## src/rtl/cpwm_pkg.sv

```systemverilog
package cpwm_pkg;

  typedef enum logic {
    DIR_DOWN = 1'b0,
    DIR_UP   = 1'b1
  } dir_e;

  typedef struct packed {
    logic valley;
    logic peak;
  } carrier_evt_t;

endpackage

```

## src/rtl/cpwm_tri_counter.sv

```systemverilog
module cpwm_tri_counter
  import cpwm_pkg::*;
#(
  parameter int CNT_W = 16
) (
  input  logic             clk,
  input  logic             rst,
  input  logic             tick,
  input  logic             per_wr,
  input  logic [CNT_W-1:0] per_wdata,
  output logic [CNT_W-1:0] cnt,
  output dir_e             dir,
  output logic [CNT_W-1:0] per_cmp,
  output carrier_evt_t     hit,
  output logic             valley_pulse,
  output logic             peak_pulse
);

  localparam logic [CNT_W-1:0] ZERO = '0;
  localparam logic [CNT_W-1:0] ONE  = CNT_W'(1);

  logic [CNT_W-1:0] per_buf;

  // turning-point detection on the tick that leaves the extreme
  always_comb begin
    hit.valley = tick && (dir == DIR_DOWN) && (cnt == ZERO);
    hit.peak   = tick && (dir == DIR_UP) && (cnt == per_cmp);
  end

  always_ff @(posedge clk) begin
    if (rst) begin
      cnt          <= ZERO;
      dir          <= DIR_DOWN;
      per_cmp      <= ZERO;
      per_buf      <= ZERO;
      valley_pulse <= 1'b0;
      peak_pulse   <= 1'b0;
    end else begin
      valley_pulse <= hit.valley;
      peak_pulse   <= hit.peak;
      if (per_wr) begin
        per_buf <= per_wdata;
      end
      if (hit.valley) begin
        per_cmp <= per_buf;
        if (per_buf != ZERO) begin
          cnt <= ONE;
          dir <= DIR_UP;
        end
      end else if (hit.peak) begin
        cnt <= cnt - ONE;
        dir <= DIR_DOWN;
      end else if (tick) begin
        cnt <= (dir == DIR_UP) ? cnt + ONE : cnt - ONE;
      end
    end
  end

endmodule

```

## src/rtl/cpwm_reload_sel.sv

```systemverilog
module cpwm_reload_sel
  import cpwm_pkg::*;
(
  input  carrier_evt_t hit,
  input  logic         mode_asym,
  output logic         duty_load
);

  always_comb begin
    duty_load = hit.valley | (mode_asym & hit.peak);
  end

endmodule

```

## src/rtl/cpwm_duty_ch.sv

```systemverilog
module cpwm_duty_ch
  import cpwm_pkg::*;
#(
  parameter int CNT_W = 16
) (
  input  logic             clk,
  input  logic             rst,
  input  logic             tick,
  input  dir_e             dir,
  input  logic [CNT_W-1:0] cnt,
  input  logic             load,
  input  logic             wr,
  input  logic [CNT_W-1:0] wdata,
  output logic [CNT_W-1:0] cmp,
  output logic             pwm
);

  logic [CNT_W-1:0] buf_q;
  logic             match;

  always_comb begin
    match = tick && (cnt == cmp);
  end

  always_ff @(posedge clk) begin
    if (rst) begin
      buf_q <= '0;
      cmp   <= '0;
      pwm   <= 1'b0;
    end else begin
      if (load) begin
        cmp <= buf_q;
      end
      if (wr) begin
        buf_q <= wdata;
      end
      if (match) begin
        pwm <= (dir == DIR_UP);
      end
    end
  end

endmodule

```

## src/rtl/cpwm_carrier.sv

```systemverilog
module cpwm_carrier
  import cpwm_pkg::*;
#(
  parameter int CNT_W  = 16,
  parameter int NUM_CH = 3
) (
  input  logic              clk,
  input  logic              rst,
  input  logic              cnt_en,
  input  logic              mode_asym,
  input  logic              per_wr,
  input  logic [CNT_W-1:0]  per_wdata,
  input  logic [NUM_CH-1:0] duty_wr,
  input  logic [CNT_W-1:0]  duty_wdata,
  output logic              valley_pulse,
  output logic              peak_pulse,
  output logic [NUM_CH-1:0] pwm_out,
  output logic [CNT_W-1:0]  cnt_out
);

  logic [CNT_W-1:0] cnt;
  dir_e             cnt_dir;
  logic [CNT_W-1:0] per_cmp;
  carrier_evt_t     hit;
  logic             duty_load;
  logic [CNT_W-1:0] duty_cmp [NUM_CH];

  cpwm_tri_counter #(.CNT_W(CNT_W)) u_cnt (
    .clk          (clk),
    .rst          (rst),
    .tick         (cnt_en),
    .per_wr       (per_wr),
    .per_wdata    (per_wdata),
    .cnt          (cnt),
    .dir          (cnt_dir),
    .per_cmp      (per_cmp),
    .hit          (hit),
    .valley_pulse (valley_pulse),
    .peak_pulse   (peak_pulse)
  );

  cpwm_reload_sel u_rsel (
    .hit       (hit),
    .mode_asym (mode_asym),
    .duty_load (duty_load)
  );

  for (genvar ch = 0; ch < NUM_CH; ch++) begin : g_ch
    cpwm_duty_ch #(.CNT_W(CNT_W)) u_duty (
      .clk   (clk),
      .rst   (rst),
      .tick  (cnt_en),
      .dir   (cnt_dir),
      .cnt   (cnt),
      .load  (duty_load),
      .wr    (duty_wr[ch]),
      .wdata (duty_wdata),
      .cmp   (duty_cmp[ch]),
      .pwm   (pwm_out[ch])
    );
  end

  assign cnt_out = cnt;

endmodule

```

## config.mk

```make
export PLATFORM = sky130hd
export DESIGN_NAME = cpwm_carrier
export DESIGN_NICKNAME = d
export VERILOG_FILES = /design/src/rtl/cpwm_pkg.sv /design/src/rtl/cpwm_tri_counter.sv /design/src/rtl/cpwm_reload_sel.sv /design/src/rtl/cpwm_duty_ch.sv /design/src/rtl/cpwm_carrier.sv
export SDC_FILE = /design/constraint.sdc
export NUM_CORES = 1
export LEC_CHECK = 0
export BUFFER_PORTS_ARGS = -buffer_cell sky130_fd_sc_hd__buf_2
export CAP_MARGIN = 10
export CORE_MARGIN = 3
export CORE_UTILIZATION = 59
export DETAILED_ROUTE_END_ITERATION = 10
export MAX_ROUTING_LAYER = met4
export PLACE_DENSITY = 0.75
export SKIP_LAST_GASP = 1
export SLEW_MARGIN = 15
export SYNTH_ARGS = -nofsm -noshare
export SYNTH_HDL_FRONTEND = slang
export SYNTH_SLANG_ARGS = --single-unit
```

## constraint.sdc

```tcl
create_clock -name clk -period 2.6 [get_ports clk]
set_clock_uncertainty 0.1 [all_clocks]
set_input_delay 0.52 -clock clk [delete_from_list [all_inputs] [get_ports clk]]
set_output_delay 0.52 -clock clk [all_outputs]
set_load 0.01 [all_outputs]
```

==> results of run 1 <==
==> cell usage after synthesis, types with 2 or more instances <==
master	instances
clkbuf_1	29
and2_1	4
a21oi_1	77
mux2_2	4
or3_1	5
xor2_1	15
and3_1	5
buf_4	9
dfxtp_1	150
o21ai_0	4
buf_1	5
ha_1	3
mux2i_1	72
nand2_1	142
or2_2	3
nor2_1	82
buf_6	2
o21a_1	3
a31oi_1	5
a211o_1	2
xnor2_1	52
o22ai_1	2
nor2b_1	4
nand3_1	16
nor4_1	12
nand4_1	19
o211ai_1	3
o21ai_1	2
nor3_1	7
or4_1	2
inv_1	9
buf_2	18
nor4_4	2
==> where the power goes <==
part / internal [W] / leakage (nW) / switching (W)
Sequential: 0.00248 / 1.22 / 0.000200
Clock: 0.00137 / 0.279 / 0.00103
Combinational: 0.000916 / 1.67 / 0.00125
Total: 0.00476 / 3.17 / 0.00249
==> sequential cells by signal (all words and copies together) (netlist names) <==
| name | count |
|---|---|
| g_ch.u_duty.buf_q | 48 |
| g_ch.u_duty.cmp | 48 |
| g_ch.u_duty.pwm | 3 |
| u_cnt.cnt | 16 |
| u_cnt.dir | 1 |
| u_cnt.peak_pulse | 1 |
| u_cnt.per_buf | 16 |
| u_cnt.per_cmp | 16 |
| u_cnt.valley_pulse | 1 |
==> layer usage <==
metal	vias to the layer above	global-route usage
met5	-	-
met4	0	0.0978
met3	28	0.0631
met2	168	0.493
met1	2644	0.355
li1	2726	-
==> area by class of cell <==
cell class	instances	area, sq um	area share
inverter	9	33.8	0.00432
timing repair buffer	98	633	0.0810
multi-input combinational	561	3390	0.434
sequential	150	3000	0.384
tap	140	175	0.0224
clock buffer	18	439	0.0562
clock inverter	14	143	0.0182
==> stage by stage <==
step           setup TNS [ns]  area [sq um]  hold WS [ns]  total power [W]
2_1_floorplan               0          6710         0.336          0.00410
3_3_place_gp                0          7200         0.342          0.00479
3_5_place_dp          -0.0595          7200         0.347          0.00482
4_1_cts                     0          7780         0.220          0.00722
5_1_grt                     0          7820         0.221          0.00757
6_report                    0          7820         0.233          0.00725
==> worst register-to-register path: stages (launching register included) <==
cell and delay [ns]:
dfxtp_1 0.34, buf_4 0.17, nor4_4 0.33, nand4_1 0.16, or2_1 0.29, o21a_1 0.21, or2_0 0.43, o211ai_1 0.24
and2b_1 0.16
==> worst paths after layout <==
check / start / endpoint / slack (ns) / depth (start not counted)
hold reg to reg: g_ch[1].u_duty.buf_q[14] / g_ch[1].u_duty.cmp[14] / 0.36 / 2
hold / removal: per_wdata[3] / u_cnt.per_buf[3] / 0.23 / 3
setup / recovery: u_cnt.cnt[4] / u_cnt.cnt[5] / 0.11 / 8
setup reg to reg: u_cnt.cnt[4] / u_cnt.cnt[5] / 0.11 / 8
==> logic make-up (layout without fill, tap and decap cells) <==
group | after synthesis | count (layout) | synth area share
buffers and inverters | 72 | 139 | 0.0509
multiplexers | 76 | 76 | 0.114
adder cells (fa/ha/maj) | 3 | 3 | 0.00559
AND/OR/NAND/NOR | 309 | 309 | 0.206
XOR/XNOR | 67 | 67 | 0.0874
flip-flops | 150 | 150 | 0.447
AO/OA/AOI/OAI | 106 | 106 | 0.0886
==> key figures, run 1 <==
Worst setup path
  – CP Class: flip-flop to flip-flop
  – CP arrival: 2.75 ns
  – Slowest stage cell on the critical path: or2_0
  – Top Family by Delay on Critical Path: simple AND/OR/NAND/NOR gates
  – Max incr delay on CP: 0.43 ns
  – WP buf/inv: 1
  – Req. time, crit path: 2.86 ns
  – CP Capture Type: flip-flop
  – Critical Path Start Type: flip-flop
  – Crit-path cells: buf_4, nor4_4, nand4_1, or2_1, o21a_1, or2_0, o211ai_1, and2b_1
  – Critical path peak fanout: 9

Clock network
  – Htree depth: 4
  – Clock sink count: 150
  – Clk_lat worst skew: 0.42 ns
  – CTS tree: done
  – Clock Path Buffers: 2
  – Post-CTS Hold Buffers: 0
  – Setup Fix Bufs, Post-CTS: 0
  – Reg clk slew, reported paths: 0.06 ns
  – CTS root buffer: clkbuf_16
  – Number of buffers created by CTS: 17
  – Post_cts resized: 0

Synthesis
  – Synth Flop Type: dfxtp_1
  – Syn_nets: 826
  – Largest cells by area after synthesis: dfxtp_1 45%, mux2i_1 11%, nand2_1 7.9%, xnor2_1 6.8%, a21oi_1 5.7%
  – #FFs+latches synth: 150
  – Synth warn: 0
  – Asr flop ratio synth: 0
  – Unique masters post-synth: 47
  – Synthesized area: 6710 sq um
  – Number of flops mapped to enable cells by yosys: 0
  – Leading area contributor after synthesis: dfxtp_1
  – Mapped Avg Cell Area: 8.57 sq um
  – Yosys top cell area share: 0.447
  – Post-synthesis sequential area ratio: 0.447
  – Post-Synthesis Cells: 783

STA
  – Setup-failing EPs final: 0
  – Worst setup margin: 0.110 ns
  – Slew Limit Fails: 0
  – Peak Freq: 402 MHz
  – Worst Tran Pin Value: 0.667 ns
  – RSZ-0062 raised after global routing: no
  – Min cycle time layout: 2.49 ns
  – Final period utilization: 0.958
  – Fin. Hold Viols: 0
  – Worst slew margin: 0.555

Die
  – FP Rows: 38
  – Core Area: 11000 sq um
  – Starting Density: 0.611
  – Total die area: 12700 sq um
  – Die width: 113 um
  – Die Ht: 113 um
  – I/O pin cnt: 61

Global route
  – Total track usage: 0.295
  – Vias in the first global route: 5434
  – Grt total ovfl: 0
  – First-pass GRT wire length: 28400 um
  – Largest net degree at the start of global routing: 100
  – Initial antenna violation count: 0

Detailed routing
  – Antenna-violating nets left: 0
  – Via count: 5566
  – Vias per inst: 5.62
  – 1st-iter DRT viols: 461
  – DR WL/cell: 17.8 um
  – Met2 wire length: 8990 um
  – DRC viols: 0
  – Met3 wire length: 761 um
  – Highest routed layer: met4
  – Met1 WL: 7490 um
  – Routed WL: 17600 um
  – Drt pass-1 iters: 5

Finish
  – Most common cell after layout, fill and taps aside: dfxtp_1
  – Layout Utilization: 0.712
  – Nets: 880
  – Most frequent cells in the layout: 149 x dfxtp_1, 142 x nand2_1, 80 x nor2_1, 76 x a21oi_1, 72 x mux2i_1
  – # fillers: 854
  – Share of layout cells above drive strength 1: 0.173
  – Area Growth Syn to Fin: 16.5%
  – N_diodes: 0
  – Layout Cells excl Fill: 990

Pwr
  – Leak: 3.17 nW
  – Max IR drop VDD: 753 uV
  – Pwr per Cell Area: 928 nW/um^2

Outcome
  – Outcome: complete, no violations

Worst hold path
  – Hold/Removal Path Class: primary input to flip-flop

Placed design
  – Detailed placement HPWL: 12500 um
  – Pre-CTS setup slack: -0.0272 ns
  – GP Congestion: 0.928
  – Placed cell count: 957
  – Input/output buffers: 60

Job
  – MaxCap Viol Count: 0
No activity file was read; power rests on OpenSTA's default activity.
==> run 2, diff against run 1 <==
Settings changed: CORE_UTILIZATION 59 to 50, PLACE_DENSITY 0.75 to 0.68.
Clock period 2.6 ns to 2.19 ns, I/O delays scaled along.
==> run 2 against run 1 <==
  * Die area increased by 17%
  * Cell count is 9.0% higher
  * Via count rose by 7.3%
  * Register-to-register slack lost 0.08 ns
  * Largest power group is now combinational logic
==> key figures, run 2 (synthesis gave the netlist of run 1 again) <==
Detailed routing
  – 1st-iter DRT viols: 427
  – Via count: 5972
  – Vias per inst: 5.53
  – DR WL/cell: 18.2 um
  – Routed WL: 19600 um
  – Drt pass-1 iters: 5
  – Antenna-violating nets left: 0
  – DRC viols: 0

Worst setup path
  – CP arrival: 2.40 ns
  – Req. time, crit path: 2.43 ns
  – Slowest stage cell on the critical path: dfxtp_1
  – Critical path peak fanout: 6
  – CP Capture Type: flip-flop
  – CP Class: flip-flop to flip-flop
  – Max incr delay on CP: 0.34 ns
  – Critical Path Start Type: flip-flop
  – Crit-path cells: xnor2_1, nand4_1, nor3_2, buf_4, and2_4, a21o_4, buf_8, clkbuf_16, nand2_1, a21oi_1

Placed design
  – GP Congestion: 0.939
  – Input/output buffers: 60
  – Placed cell count: 1026
  – Detailed placement HPWL: 13400 um

Pwr
  – Max IR drop VDD: 842 uV
  – Pwr per Cell Area: 1120 nW/um^2
  – Leak: 3.55 nW

Clock network
  – Clock sink count: 150
  – Clock Path Buffers: 2
  – CTS tree: done
  – Clk_lat worst skew: 0.42 ns
  – Htree depth: 4
  – Number of buffers created by CTS: 17
  – CTS root buffer: clkbuf_16
  – Post-CTS Hold Buffers: 0
  – Reg clk slew, reported paths: 0.06 ns

Global route
  – First-pass GRT wire length: 30000 um
  – Largest net degree at the start of global routing: 51
  – Total track usage: 0.268
  – Grt total ovfl: 0
  – Vias in the first global route: 5998
  – Initial antenna violation count: 0

Finish
  – Layout Utilization: 0.671
  – N_diodes: 0
  – Nets: 938
  – Share of layout cells above drive strength 1: 0.268
  – Most common cell after layout, fill and taps aside: nand2_1
  – Most frequent cells in the layout: 137 x nand2_1, 136 x dfxtp_1, 83 x buf_4, 78 x nor2_1, 71 x a21oi_1
  – Layout Cells excl Fill: 1079
  – Biggest regs: g_ch.u_duty.buf_q x48, g_ch.u_duty.cmp x48
  – Area Growth Syn to Fin: 28.7%

STA
  – Worst Tran Pin Value: 0.580 ns
  – RSZ-0062 raised after global routing: yes
  – Post-route setup TNS: 0 ns
  – Worst slew margin: 0.613
  – Final period utilization: 0.987
  – Peak Freq: 462 MHz
  – Slew Limit Fails: 0
  – Min cycle time layout: 2.16 ns
  – Setup-failing EPs final: 0
  – Fin. Hold Viols: 0

Die
  – Core Area: 12900 sq um
  – FP Rows: 41
  – Total die area: 14800 sq um
  – Starting Density: 0.521
  – I/O pin cnt: 61
  – Die width: 122 um
  – Die Ht: 122 um

Job
  – MaxCap Viol Count: 0

Worst hold path
  – Hold/Removal Path Class: primary input to flip-flop

Outcome
  – Outcome: complete, no violations
## run 2: power by group
part           switching, W  leakage, nW  internal (W)
logic               0.00171         2.01       0.00158
registers          0.000261         1.23       0.00297
clock network       0.00113        0.308       0.00202
## run 2: what timing repair did
action | CTS | global route
cloned | 1 | 4
pin swaps | 4 | 17
resized for setup | 18 | 47
setup buffers | 10 | 8
setup endpoints to repair | 61 | 64
## run 2: worst max-delay path: cells and delay by family (launching register included)
kind                   cells  cell delay [ns]
AND/OR/NAND/NOR            4             0.66
buffers and inverters      3             0.46
flip-flops                 1             0.34
AO/OA/AOI/OAI              2             0.30
XOR/XNOR                   1             0.21
## run 2: worst paths after layout
path	slack, ns	endpoint	startpoint	cells past startpoint
worst max register to register	0.03	g_ch[0].u_duty.cmp[2]	u_cnt.per_cmp[10]	10
worst min register to register	0.35	g_ch[2].u_duty.cmp[2]	g_ch[2].u_duty.buf_q[2]	2
worst min-delay path	0.15	u_cnt.per_buf[7]	per_wdata[7]	3
worst max-delay path	0.03	g_ch[0].u_duty.cmp[2]	u_cnt.per_cmp[10]	10
## run 2: stage by stage
| stage | hold WS [ns] | cell area, sq um | worst slack [ns] | total power, W |
|---|---|---|---|---|
| floorplan | 0.336 | 6710 | 0.0276 | 0.00486 |
| global route | 0.174 | 8640 | -0.0692 | 0.0101 |
| finish | 0.153 | 8640 | 0.0276 | 0.00968 |
| detailed placement | 0.350 | 7530 | -0.219 | 0.00596 |
| global placement | 0.344 | 7530 | -0.123 | 0.00592 |
| CTS | 0.140 | 8310 | -0.0244 | 0.00934 |
## run 2: metal layers
| metal | track usage | share of wire | vias up |
|---|---|---|---|
| met2 | 0.451 | 0.50 | 174 |
| met5 | - | 0 | - |
| met1 | 0.318 | 0.41 | 2890 |
| li1 | - | - | 2859 |
| met4 | 0.116 | 0.034 | 0 |
| met3 | 0.0464 | 0.048 | 49 |
## run 2: cell type report
| type | instances | area, sq um |
|---|---|---|
| Fill cell | 1065 | 4240 |
| Tap cell | 172 | 215 |
| Inverter | 9 | 33.8 |
| Sequential cell | 150 | 3030 |
| Clock inverter | 12 | 199 |
| Timing Repair Buffer | 156 | 1170 |
| Multi-Input combinational cell | 561 | 3550 |
| Clock buffer | 19 | 433 |
==> run 3, diff against run 2 <==
Settings changed: ABC_AREA from default to 1, PLACE_DENSITY 0.68 to 0.67.
==> run 3 against run 2 <==
  * Via count rose by 21%
  * Design area fell by 1.0%
  * Power rose by 35%
  * Fmax rose by 6.1%
  * Hold slack improved by 0.020 ns
  * Flip-flop and latch count did not move
  * Sequential share of layout area barely moved
  * Sequential power rose by 24%
  * Die area rose by 8.2%
  * Critical endpoint is now u_cnt.cnt[15]
  * Largest power group unchanged
==> key figures, run 3 <==
Global route
  – Largest net degree at the start of global routing: 63
  – Initial antenna violation count: 0
  – Total track usage: 0.271
  – Grt total ovfl: 0
  – Vias in the first global route: 6659
  – First-pass GRT wire length: 33800 um

Worst setup path
  – Crit-path cells: buf_4, nand2_1, nor2_1, nand3_1, nor2_1, nand3_1, nor2_1, nand3_1, nand3_1, nand2_1, nand2_1, inv_1
  – CP Capture Type: flip-flop
  – Max incr delay on CP: 0.52 ns
  – CP Class: flip-flop to flip-flop
  – CP arrival: 2.26 ns
  – WP buf/inv: 2
  – Cell mode on critical path: nand3_1
  – Req. time, crit path: 2.41 ns
  – Top Family by Delay on Critical Path: simple AND/OR/NAND/NOR gates
  – Slowest stage cell on the critical path: dfxtp_1
  – Critical Path Start Type: flip-flop
  – Flop2flop setup slack: 0.15 ns
  – Critical path peak fanout: 5

Die
  – Core Area: 14100 sq um
  – Die width: 127 um
  – Die Ht: 127 um
  – I/O pin cnt: 61
  – Starting Density: 0.517
  – Total die area: 16100 sq um
  – FP Rows: 43

Clock network
  – Post-CTS Hold Buffers: 0
  – Clk_lat worst skew: 0.42 ns
  – Reg clk slew, reported paths: 0.06 ns
  – Setup Fix Bufs, Post-CTS: 0
  – Number of buffers created by CTS: 17
  – CTS tree: done
  – Clock sink count: 150
  – Clock Path Buffers: 2
  – Post_cts resized: 0
  – Htree depth: 4
  – CTS root buffer: clkbuf_16

Finish
  – Layout Cells excl Fill: 1339
  – Most common cell after layout, fill and taps aside: nor2_1
  – Layout Utilization: 0.606
  – Area Growth Syn to Fin: 17.2%
  – Share of layout cells above drive strength 1: 0.160
  – Most frequent cells in the layout: 249 x nor2_1, 169 x nand2_1, 149 x dfxtp_1, 121 x o21ai_0, 66 x inv_1
  – N_diodes: 0
  – Biggest regs: g_ch.u_duty.buf_q x48, g_ch.u_duty.cmp x48
  – Nets: 1189

Synthesis
  – Count leader, synth: nor2_1
  – Largest cells by area after synthesis: dfxtp_1 41%, nor2_1 13%, nand2_1 8.8%, o21ai_0 8.3%, nand3_1 4.3%
  – Post-Synth XOR/XNOR Area: 0.0420
  – Synth Flop Type: dfxtp_1
  – Largest family of logic cells by synthesized area: simple AND/OR/NAND/NOR gates
  – Yosys top cell area share: 0.412
  – Leading area contributor after synthesis: dfxtp_1
  – Syn_nets: 1119
  – Synth warn: 0
  – Synth Area in Simple Gates: 0.313
  – Synth Area in Compound Gates: 0.139
  – Number of flops mapped to enable cells by yosys: 0
  – Post-synthesis sequential area ratio: 0.412
  – Multiplexer area fraction after synthesis: 0
  – Asr flop ratio synth: 0
  – Unique masters post-synth: 28
  – Commonest cells post-synth: 250 x nor2_1, 170 x nand2_1, 150 x dfxtp_1
  – #FFs+latches synth: 150
  – Synthesized area: 7290 sq um
  – Mapped Avg Cell Area: 6.78 sq um
  – Adder-cell share of the synthesized area: 0.00515
  – Post-Synthesis Cells: 1076

STA
  – Worst slew margin: 0.587
  – Fin. Hold Viols: 0
  – Min cycle time layout: 2.04 ns
  – Final period utilization: 0.930
  – Worst setup margin: 0.153 ns
  – Slew Limit Fails: 0
  – Setup-failing EPs final: 0
  – Worst Tran Pin Value: 0.620 ns
  – Peak Freq: 491 MHz
  – RSZ-0062 raised after global routing: no
  – Post-route setup TNS: 0 ns
  – Final hold slack: 0.173 ns

Detailed routing
  – Drt pass-1 iters: 5
  – 1st-iter DRT viols: 692
  – Vias per inst: 5.39
  – DRC viols: 0
  – DR WL/cell: 15.6 um
  – Antenna-violating nets left: 0
  – Routed WL: 20800 um
  – Via count: 7215

Placed design
  – Placed cell count: 1307
  – GP Congestion: 0.931
  – Detailed placement HPWL: 14800 um
  – Pre-CTS setup slack: 0.124 ns
  – Input/output buffers: 60

Pwr
  – Power Internal: 0.00760 W
  – Clk pwr share: 0.232
  – Max IR drop VDD: 623 uV
  – Switching Fraction: 0.420
  – Logic pwr share: 0.461
  – Pwr per Cell Area: 1530 nW/um^2
  – Leak: 3.98 nW
  – Switching power: 0.00550 W
  – Sequential share of power: 0.308

Worst hold path
  – Hold/Removal Path Class: primary input to flip-flop

Job
  – MaxCap Viol Count: 0

Outcome
  – Outcome: complete, no violations
run 3: cell families (layout without fill, tap and decap cells):
group,after synthesis,after routing
and+or+nand+nor,545,545
AOI/OAI and AO/OA,198,198
DFF,150,150
buffers and inverters,145,228
xor gates and xnor gates,35,35
adders and majority gates,3,3
run 3: final cells by class:
| type | instances | area (sq um) |
|---|---|---|
| repair buffers | 114 | 747 |
| flip-flops and latches | 150 | 3000 |
| well taps | 180 | 225 |
| fillers | 1345 | 5550 |
| inverters | 82 | 308 |
| clock buffers | 19 | 443 |
| multi-input cells | 781 | 3650 |
| clock inverters | 13 | 168 |
run 3: worst reg2reg max path: stages, from the launching register on:
cell and delay [ns]:
dfxtp_1 0.52, buf_4 0.22, nand2_1 0.09, nor2_1 0.13, nand3_1 0.11, nor2_1 0.16
nand3_1 0.16, nor2_1 0.12, nand3_1 0.08, nand3_1 0.10, nand2_1 0.05, nand2_1 0.06
inv_1 0.03
run 3: final timing paths:
check / startpoint / depth (start not counted) / to
max: u_cnt.cnt[4] / 12 / u_cnt.cnt[15]
min: duty_wdata[11] / 3 / g_ch[2].u_duty.buf_q[11]
max reg2reg: u_cnt.cnt[4] / 12 / u_cnt.cnt[15]
min reg2reg: u_cnt.per_cmp[9] / 2 / u_cnt.per_cmp[9]
run 3: power by group through the flow:
stage / sequential (W) / clock, W / combinational (W)
CTS: 0.00401 / 0.00308 / 0.00592
finish: 0.00403 / 0.00303 / 0.00604
global placement: 0.00406 / 0 / 0.00583
floorplan: 0.00392 / 0 / 0.00425
detailed placement: 0.00406 / 0 / 0.00589
global route: 0.00412 / 0.00320 / 0.00680
run 3: per-stage QoR:
| stage | area [sq um] | total power, W |
|---|---|---|
| after floorplan | 7290 | 0.00816 |
| after global placement | 7920 | 0.00989 |
| after detailed placement | 7920 | 0.00995 |
| after CTS | 8530 | 0.0130 |
| after global routing | 8550 | 0.0141 |
| final | 8550 | 0.0131 |
run 3: metal layers:
| metal | global-route usage | part of all wire |
|---|---|---|
| met4 | 0.0978 | 0.024 |
| met5 | - | 0 |
| met1 | 0.361 | 0.46 |
| met2 | 0.401 | 0.44 |
| met3 | 0.0648 | 0.077 |
